[config.mk]
export PLATFORM = sky130hd
export DESIGN_NAME = keyed_wdt
export DESIGN_NICKNAME = d
export VERILOG_FILES = /design/src/rtl/wdt_pkg.sv /design/src/rtl/wdt_prescaler.sv /design/src/rtl/wdt_count.sv /design/src/rtl/wdt_ctrl.sv /design/src/rtl/keyed_wdt.sv
export SDC_FILE = /design/constraint.sdc
export NUM_CORES = 1
export LEC_CHECK = 0
export ABC_AREA = 0
export BUFFER_PORTS_ARGS = -buffer_cell sky130_fd_sc_hd__buf_2
export CAP_MARGIN = 20
export CORE_ASPECT_RATIO = 0.5
export CORE_MARGIN = 2
export CORE_UTILIZATION = 49
export CTS_CLUSTER_DIAMETER = 200
export DETAILED_ROUTE_END_ITERATION = 8
export GPL_ROUTABILITY_DRIVEN = 0
export PLACE_DENSITY = 0.77
export SLEW_MARGIN = 20
export SYNTH_ARGS = -nofsm -noshare
export SYNTH_HDL_FRONTEND = slang
export SYNTH_SLANG_ARGS = --single-unit
[constraint.sdc]
create_clock -name clk -period 1.93 [get_ports clk]
set_input_delay 0.2895 -clock clk [delete_from_list [all_inputs] [get_ports clk]]
set_output_delay 0.2895 -clock clk [all_outputs]
set_load 0.02 [all_outputs]
[src/rtl/wdt_pkg.sv]
package wdt_pkg;

    typedef enum logic [1:0] {
        ST_RUN  = 2'd0,
        ST_OFF  = 2'd1,
        ST_FIRE = 2'd2
    } wdt_state_e;

    localparam int          KEY_W   = 3;
    localparam logic [2:0]  KEY_OFF = 3'b101;

endpackage

[src/rtl/wdt_prescaler.sv]
module wdt_prescaler #(
    parameter int PRE_W      = 10,
    parameter int DIV_FACTOR = 304
) (
    input  logic clk,
    input  logic rst_n,
    input  logic clr,
    output logic tick
);
    localparam int FW = (DIV_FACTOR > 1) ? $clog2(DIV_FACTOR) : 1;

    logic             step;
    logic [PRE_W-1:0] fine_q;

    generate
        if (DIV_FACTOR > 1) begin : g_factor
            localparam logic [FW-1:0] FAC_LAST = FW'(DIV_FACTOR - 1);
            logic [FW-1:0] fac_q;

            always_ff @(posedge clk or negedge rst_n) begin
                if (!rst_n) begin
                    fac_q <= '0;
                end else if (clr) begin
                    fac_q <= '0;
                end else if (fac_q == FAC_LAST) begin
                    fac_q <= '0;
                end else begin
                    fac_q <= fac_q + 1'b1;
                end
            end

            assign step = (fac_q == FAC_LAST);
        end else begin : g_no_factor
            assign step = 1'b1;
        end
    endgenerate

    always_ff @(posedge clk or negedge rst_n) begin
        if (!rst_n) begin
            fine_q <= '0;
        end else if (clr) begin
            fine_q <= '0;
        end else if (step) begin
            fine_q <= fine_q + 1'b1;
        end
    end

    assign tick = !clr && step && (&fine_q);

endmodule

[src/rtl/wdt_count.sv]
module wdt_count #(
    parameter int CNT_W = 8
) (
    input  logic             clk,
    input  logic             rst_n,
    input  logic             hold,
    input  logic             ld,
    input  logic [CNT_W-1:0] ld_val,
    input  logic             tick,
    output logic             ovf
);
    logic [CNT_W-1:0] cnt_q;

    always_ff @(posedge clk or negedge rst_n) begin
        if (!rst_n) begin
            cnt_q <= '0;
        end else if (hold) begin
            cnt_q <= '0;
        end else if (ld) begin
            cnt_q <= ld_val;
        end else if (tick) begin
            cnt_q <= cnt_q + 1'b1;
        end
    end

    assign ovf = tick && !ld && (&cnt_q);

endmodule

[src/rtl/wdt_ctrl.sv]
module wdt_ctrl
    import wdt_pkg::*;
#(
    parameter int RST_CYC = 4
) (
    input  logic             clk,
    input  logic             rst_n,
    input  logic [KEY_W-1:0] key,
    input  logic             ovf,
    input  logic             wr_en,
    input  logic             arm_set,
    output logic             ld,
    output logic             hold,
    output logic             wdt_rst,
    output logic             pd_allow
);
    localparam int FCW = $clog2(RST_CYC + 1);
    localparam logic [FCW-1:0] FIRE_LAST = FCW'(RST_CYC - 1);

    wdt_state_e     state_q, state_d;
    logic [FCW-1:0] fire_q;
    logic           arm_q;
    logic           key_off;

    assign key_off = (key == KEY_OFF);

    // state register
    always_ff @(posedge clk or negedge rst_n) begin
        if (!rst_n) begin
            state_q <= ST_RUN;
        end else begin
            state_q <= state_d;
        end
    end

    // next state
    always_comb begin
        state_d = state_q;
        unique case (state_q)
            ST_RUN: begin
                if (ovf)          state_d = ST_FIRE;
                else if (key_off) state_d = ST_OFF;
            end
            ST_OFF: begin
                if (!key_off)     state_d = ST_RUN;
            end
            ST_FIRE: begin
                if (fire_q == FIRE_LAST) state_d = key_off ? ST_OFF : ST_RUN;
            end
            default: state_d = ST_RUN;
        endcase
    end

    // pulse length counter
    always_ff @(posedge clk or negedge rst_n) begin
        if (!rst_n) begin
            fire_q <= '0;
        end else if (state_q == ST_FIRE) begin
            fire_q <= fire_q + 1'b1;
        end else begin
            fire_q <= '0;
        end
    end

    // one-shot load permit
    always_ff @(posedge clk or negedge rst_n) begin
        if (!rst_n) begin
            arm_q <= 1'b0;
        end else if (state_q == ST_FIRE) begin
            arm_q <= 1'b0;
        end else if (arm_set) begin
            arm_q <= 1'b1;
        end else if (ld) begin
            arm_q <= 1'b0;
        end
    end

    // outputs
    always_comb begin
        wdt_rst  = 1'b0;
        pd_allow = 1'b0;
        hold     = 1'b1;
        ld       = 1'b0;
        unique case (state_q)
            ST_RUN: begin
                hold = 1'b0;
                ld   = wr_en && arm_q;
            end
            ST_OFF:  pd_allow = 1'b1;
            ST_FIRE: wdt_rst  = 1'b1;
            default: ;
        endcase
    end

    a_r3_ovf_fires: assert property (@(posedge clk) disable iff (!rst_n)
        ovf |=> wdt_rst);

    a_r6_key_disables: assert property (@(posedge clk) disable iff (!rst_n)
        (!wdt_rst && !ovf && key == KEY_OFF) |=> pd_allow);

    a_r7_key_keeps_on: assert property (@(posedge clk) disable iff (!rst_n)
        (key != KEY_OFF) |=> !pd_allow);

    a_r6_no_req_when_off: assert property (@(posedge clk) disable iff (!rst_n)
        pd_allow |-> !wdt_rst);

    generate
        if (RST_CYC > 1) begin : g_pulse_chk
            a_r3_pulse_holds: assert property (@(posedge clk) disable iff (!rst_n)
                $rose(wdt_rst) |=> wdt_rst);
        end
    endgenerate

endmodule

[src/rtl/keyed_wdt.sv]
module keyed_wdt #(
    parameter int PRE_W      = 10,
    parameter int DIV_FACTOR = 304,
    parameter int CNT_W      = 8,
    parameter int RST_CYC    = 4
) (
    input  logic             clk,
    input  logic             rst_n,
    input  logic             wr_en,
    input  logic [CNT_W-1:0] wr_data,
    input  logic             arm_set,
    input  logic             key_hi,
    input  logic             key_mid,
    input  logic             key_lo,
    output logic             sys_rst_req,
    output logic             pd_permit
);
    import wdt_pkg::*;

    logic [KEY_W-1:0] key;
    logic             tick;
    logic             ovf;
    logic             ld;
    logic             hold;

    assign key = {key_hi, key_mid, key_lo};

    wdt_prescaler #(
        .PRE_W     (PRE_W),
        .DIV_FACTOR(DIV_FACTOR)
    ) u_presc (
        .clk  (clk),
        .rst_n(rst_n),
        .clr  (hold | ld),
        .tick (tick)
    );

    wdt_count #(
        .CNT_W(CNT_W)
    ) u_count (
        .clk   (clk),
        .rst_n (rst_n),
        .hold  (hold),
        .ld    (ld),
        .ld_val(wr_data),
        .tick  (tick),
        .ovf   (ovf)
    );

    wdt_ctrl #(
        .RST_CYC(RST_CYC)
    ) u_ctrl (
        .clk     (clk),
        .rst_n   (rst_n),
        .key     (key),
        .ovf     (ovf),
        .wr_en   (wr_en),
        .arm_set (arm_set),
        .ld      (ld),
        .hold    (hold),
        .wdt_rst (sys_rst_req),
        .pd_allow(pd_permit)
    );

    a_r8_no_load_when_off: assert property (@(posedge clk) disable iff (!rst_n)
        pd_permit |-> !ld);

endmodule

[Yosys cells after proc, flatten, opt, wreduce, memory -nomap -nowiden]
Cells that the tools add are included.
Word-level totals
  input bits: 15
  bits in registers: 33
  logic and storage cells: 54
  output and inout port bits: 2
Operators by class
  add/sub/neg operators: 4
  bitwise gates (word level): 1
  eq/ne operators: 9
  reduce and logical (&&, ||, !) cells: 13
  muxes and demuxes: 21
Operator list (number)
  $mux W8: 3
  $mux W10: 2
  $mux W9: 2
  $add A10 B1 Y10 const B: 1
  $reduce_and A10 Y1: 1
  $add A9 B1 Y9 const B: 1
  $eq A9 B9 Y1 const B: 1
  $add A8 B1 Y8 const B: 1
  $mux W1: 8
  $mux W2: 4
  $reduce_and A8 Y1: 1
  $pmux W2 S3: 1
  $logic_and A1 B1 Y1: 5
  $add A3 B1 Y3 const B: 1
  $eq A3 B2 Y1 const B: 1
  $eq A3 B3 Y1 const B: 1
  $mux W3: 1
  $ne A3 B2 Y1 const B: 1
  $ne A3 B3 Y1 const B: 1
  $reduce_and A3 Y1: 1
  $reduce_bool A3 Y1: 1
  $eq A2 B1 Y1 const B: 1
  $eq A2 B2 Y1 const B: 1
  $logic_not A1 Y1: 2
  5 further kinds: 5

[Depth between registers and ports, before layout]
  depth in word-level cells: 10
  mapped depth: 8
  depth with buffers taken out: 6

[By module]
A second synthesis with hierarchy kept.
Second synthesis, totals
  cells, all modules: 179
  area, all modules: 1754.2 um2
By module, submodules not included
  wdt_prescaler: sequential area each 475.5 um2, cells each 96, times used 1, area an instance 960.9 um2
  wdt_count: sequential area each 200.2 um2, cells each 56, times used 1, area an instance 504.2 um2
  wdt_ctrl: sequential area each 150.1 um2, cells each 26, times used 1, area an instance 282.8 um2
  keyed_wdt: sequential area each 0.0 um2, cells each 1, times used 1, area an instance 6.3 um2

[Worst setup path before layout]
OpenSTA, ideal clock, no wires.
  path type: register to register
  start point: register u_presc.g_factor.fac_q[0]
  end point: register u_presc.g_factor.fac_q[5]
  library setup time: 0.073 ns
  path buffers: 3
  period minus slack after synthesis: 1.738 ns
  arrival: 1.665 ns
  stages on the path, launching flop included: 9
  setup slack: 0.192 ns
  required time: 1.857 ns
  cells stage by stage: dfrtp_1 ha_1 and4_1 buf_2 and3_1 buf_2 or2_1 clkbuf_1 nor2b_1
Between the ends
  cells in the longest elaborated chain, start to end: 3
  elaborated cells between the ends (all ways): 4
Ends and longest elaborated chain
  start, declared: RTL line wdt_prescaler.sv:18  | logic [FW-1:0] fac_q;
  start signal, assigned: RTL line wdt_prescaler.sv:28  | fac_q <= fac_q + 1'b1;
  $add A9 B1 Y9 or $eq A9 B9 Y1 (tied branches): RTL line wdt_prescaler.sv:28, wdt_prescaler.sv:25
  $mux W9 *: RTL line wdt_prescaler.sv:25  | end else if (fac_q == FAC_LAST) begin
  $mux W9 *: RTL line wdt_prescaler.sv:23  | end else if (clr) begin
Mark *: on every way between the ends. The rest lies on a longest branch, timed or not.
A chain may end at the register's enable or synchronous reset.

[Worst setup path in the final report]
  start point: register u_presc.g_factor.fac_q[0]
  end point: register u_count.cnt_q[7]
Between the ends
  cells in the longest elaborated chain, start to end: 4
Ends and longest elaborated chain
  $eq A9 B9 Y1: RTL line wdt_prescaler.sv:32  | assign step = (fac_q == FAC_LAST);
  $logic_and A1 B1 Y1 (2 in a row): RTL line wdt_prescaler.sv:48  | assign tick = !clr && step && (&fine_q);
  $ne A3 B3 Y1 (no source line)
  end signal, assigned: RTL line wdt_count.sv:20  | cnt_q <= ld_val;
  end signal, assigned: RTL line wdt_count.sv:22  | cnt_q <= cnt_q + 1'b1;
  end, declared: RTL line wdt_count.sv:12  | logic [CNT_W-1:0] cnt_q;
No other way between the ends.

==> flow_metrics.env <==
export IMPL_clockBufferDepth=2
export IMPL_clk_latency_ps=280
export IMPL_ioPinCount=17
export IMPL_synth_enable_flop_cells=0
export IMPL_grt_max_degree=34
export IMPL_finalCriticalPeriod_ps=1820
export IMPL_rows=15
export IMPL_cts_root_buffer="clkbuf_8"
export IMPL_syn_inst=175
export IMPL_ys_seq_elements=33
export IMPL_cp_arrival_ps=1980
export IMPL_grt_ovfl_total=0
export IMPL_first_pass_iters=4
export IMPL_synth_warnings=0
export IMPL_chipHeight_um=45.9
export IMPL_cp_start_kind="flop"
export IMPL_holdBufCountCts=0
export IMPL_seq_area_frac_synth=0.480
export IMPL_drv_cap=0
export IMPL_critPathKind="flop to flop"
export IMPL_antenna_found_initial=0
export IMPL_max_clock_freq_mhz=550
export IMPL_coreArea_mm2=0.00340
export IMPL_worstPathMaxFanout=6
export IMPL_cts_max_level=2
export IMPL_min_period_over_period=0.942
export IMPL_n_antenna_cell=0
export IMPL_setup_violations=0
export IMPL_p_leak_nw=0.882
export IMPL_synth_top_area_cell="dfrtp_1"
export IMPL_start_util=0.506
export IMPL_hp_class="input port to asynchronous set/reset pin"
export IMPL_critPathLaunch="u_presc.g_factor.fac_q[0]"
export IMPL_grt_pass1_vias=1160
export IMPL_via_per_inst=5.18
export IMPL_ys_async_sr_fraction=1.00
export IMPL_synth_top_cell_area_share=0.480
export IMPL_drt_initial_drc_count=54
export IMPL_tritoncts="done"
export IMPL_vias=1294
export IMPL_clk_pin_slew_worst_paths_ps=70
export IMPL_fillers=275
export IMPL_final_nets=218
export IMPL_drc=0
export IMPL_status="finished, final reports clean"
export IMPL_ir_worst_vdd_mv=0.238
export IMPL_port_buffers=16
export IMPL_synth_net_count=195
export IMPL_track_usage=0.166
export IMPL_cp_required_ps=2090
export IMPL_cts_sinks=33
export IMPL_synth_ff_type="dfrtp_1"
export IMPL_wl_um=3190
export IMPL_yosysMostFrequentCell="dfrtp_1"
export IMPL_grt_pass1_wl_um=5130
export IMPL_detail_route_antenna_nets=0
export IMPL_crit_path_end_kind="flop"
export IMPL_cts_buffers_inserted=5
export IMPL_die_x_um=87.8
export IMPL_maxSlewHeadroom=0.518
export IMPL_hpwl_um=2150
export IMPL_synth_area_mm2=0.00172
export IMPL_rsz0062_at_grt="yes"
export IMPL_rr_startpoint="u_presc.g_factor.fac_q[0]"
export IMPL_dieArea_mm2=0.00403
export IMPL_area_growth_pct=16.0
export IMPL_hold_viol_final=0
export IMPL_total_power_w=0.00153
export IMPL_synth_cell_types=38
export IMPL_tightest_slew_ps=722
export IMPL_drive_gt1_frac=0.206
export IMPL_final_max_slew_viol_count=0
export IMPL_syn_area_per_cell_um2=9.83
export IMPL_skew_ps=5.19
export IMPL_synthTopCellsByArea="dfrtp_1 48%, xnor2_1 6.1%, nor2_1 5.0%"
export IMPL_yosys_top_cells_count="33 x dfrtp_1, 23 x nor2_1, 12 x a21oi_1, 12 x nand2_1, 12 x xnor2_1"
export IMPL_wire_per_inst_um=12.7
export IMPL_fin_util=0.587
export IMPL_p_per_area_mw_per_mm2=768
cell usage in the layout, fill, tap and decap left out, types with 6 or more instances in the layout:
cell type,synthesis,routed
inv_1,7,7
clkbuf_8,0,7
nand2_1,12,12
dfrtp_1,33,33
xor2_1,7,7
a21oi_1,12,12
nor2_1,23,23
o21ai_0,9,9
buf_4,0,6
xnor2_1,12,12
buf_2,2,16
nand3_1,6,6
per-layer routing:
metal  GRT usage  share of wire
met2       0.282           0.48
met1       0.218           0.48
met4      0.0462         0.0085
met5           0              0
met3      0.0380          0.026
flip-flops by register name, summed over array words and instances (netlist names):
| name | cells |
|---|---|
| u_presc.fine_q | 10 |
| u_ctrl.state_q | 2 |
| u_ctrl.fire_q | 3 |
| u_count.cnt_q | 8 |
| u_presc.g_factor.fac_q | 9 |
| u_ctrl.arm_q | 1 |
final timing paths:
kind	endpoint	slack (ps)	depth (start not counted)
worst min register to register	u_ctrl.fire_q[0]	440	1
worst max register to register	u_count.cnt_q[7]	110	6
max in group asynchronous	u_presc.fine_q[5]	1410	1
worst min-delay path	u_presc.fine_q[8]	60	1
min in group clk	u_ctrl.state_q[0]	240	3
worst max-delay path	u_count.cnt_q[7]	110	6
critical path, cell delays in order, from the launching register on:
cell	delay, ps
dfrtp_1	390
ha_2	220
and4_4	270
nand4_1	230
nor4_2	350
xnor2_1	150
a21oi_1	80
where the power goes:
group,switching [W],internal [W]
Clock,0.000253,0.000322
Combinational,0.0000873,0.0000789
Sequential,0.0000526,0.000738
metrics by stage:
| stage | hold WS, ps | setup TNS, ps | std cells | setup slack (ps) | instance area (µm²) |
|---|---|---|---|---|---|
| detailed placement | 393 | 0 | 239 | 53.9 | 1850 |
| global placement | 386 | 0 | 239 | 108 | 1850 |
| finish | 60.5 | 0 | 250 | 113 | 2000 |
| floorplan | -6.09 | 0 | 175 | 192 | 1720 |
| global route | 114 | -33.5 | 250 | -17.0 | 2000 |
| CTS | 89.7 | 0 | 247 | 33.2 | 1960 |
what timing repair did:
action | 4_1_cts | 5_1_grt
resized for setup | 0 | 6
setup endpoints to repair | 0 | 7
setup buffers | 0 | 3
endpoints found under the hold margin | 0 | 0
kinds of logic (layout without fill, tap and decap cells):
family,Yosys count,in the layout,share of synthesized area
compound gates,27,27,0.0916
xor+xnor,19,19,0.0967
buf+inv,15,39,0.0385
simple gates,73,73,0.239
mux,3,3,0.0175
flops,33,33,0.480
fa+ha+maj,5,5,0.0364
final cells by class:
type | instances | area (µm²) | share of cell area
clock buffer | 7 | 96.3 | 0.0483
multi-input combinational | 127 | 846 | 0.424
clock inverter | 1 | 5.00 | 0.00251
sequential | 33 | 826 | 0.414
inverter | 9 | 33.8 | 0.0169
timing repair buffer | 22 | 125 | 0.0627
tap | 51 | 63.8 | 0.0320
Power figures use the tool's default switching activity.
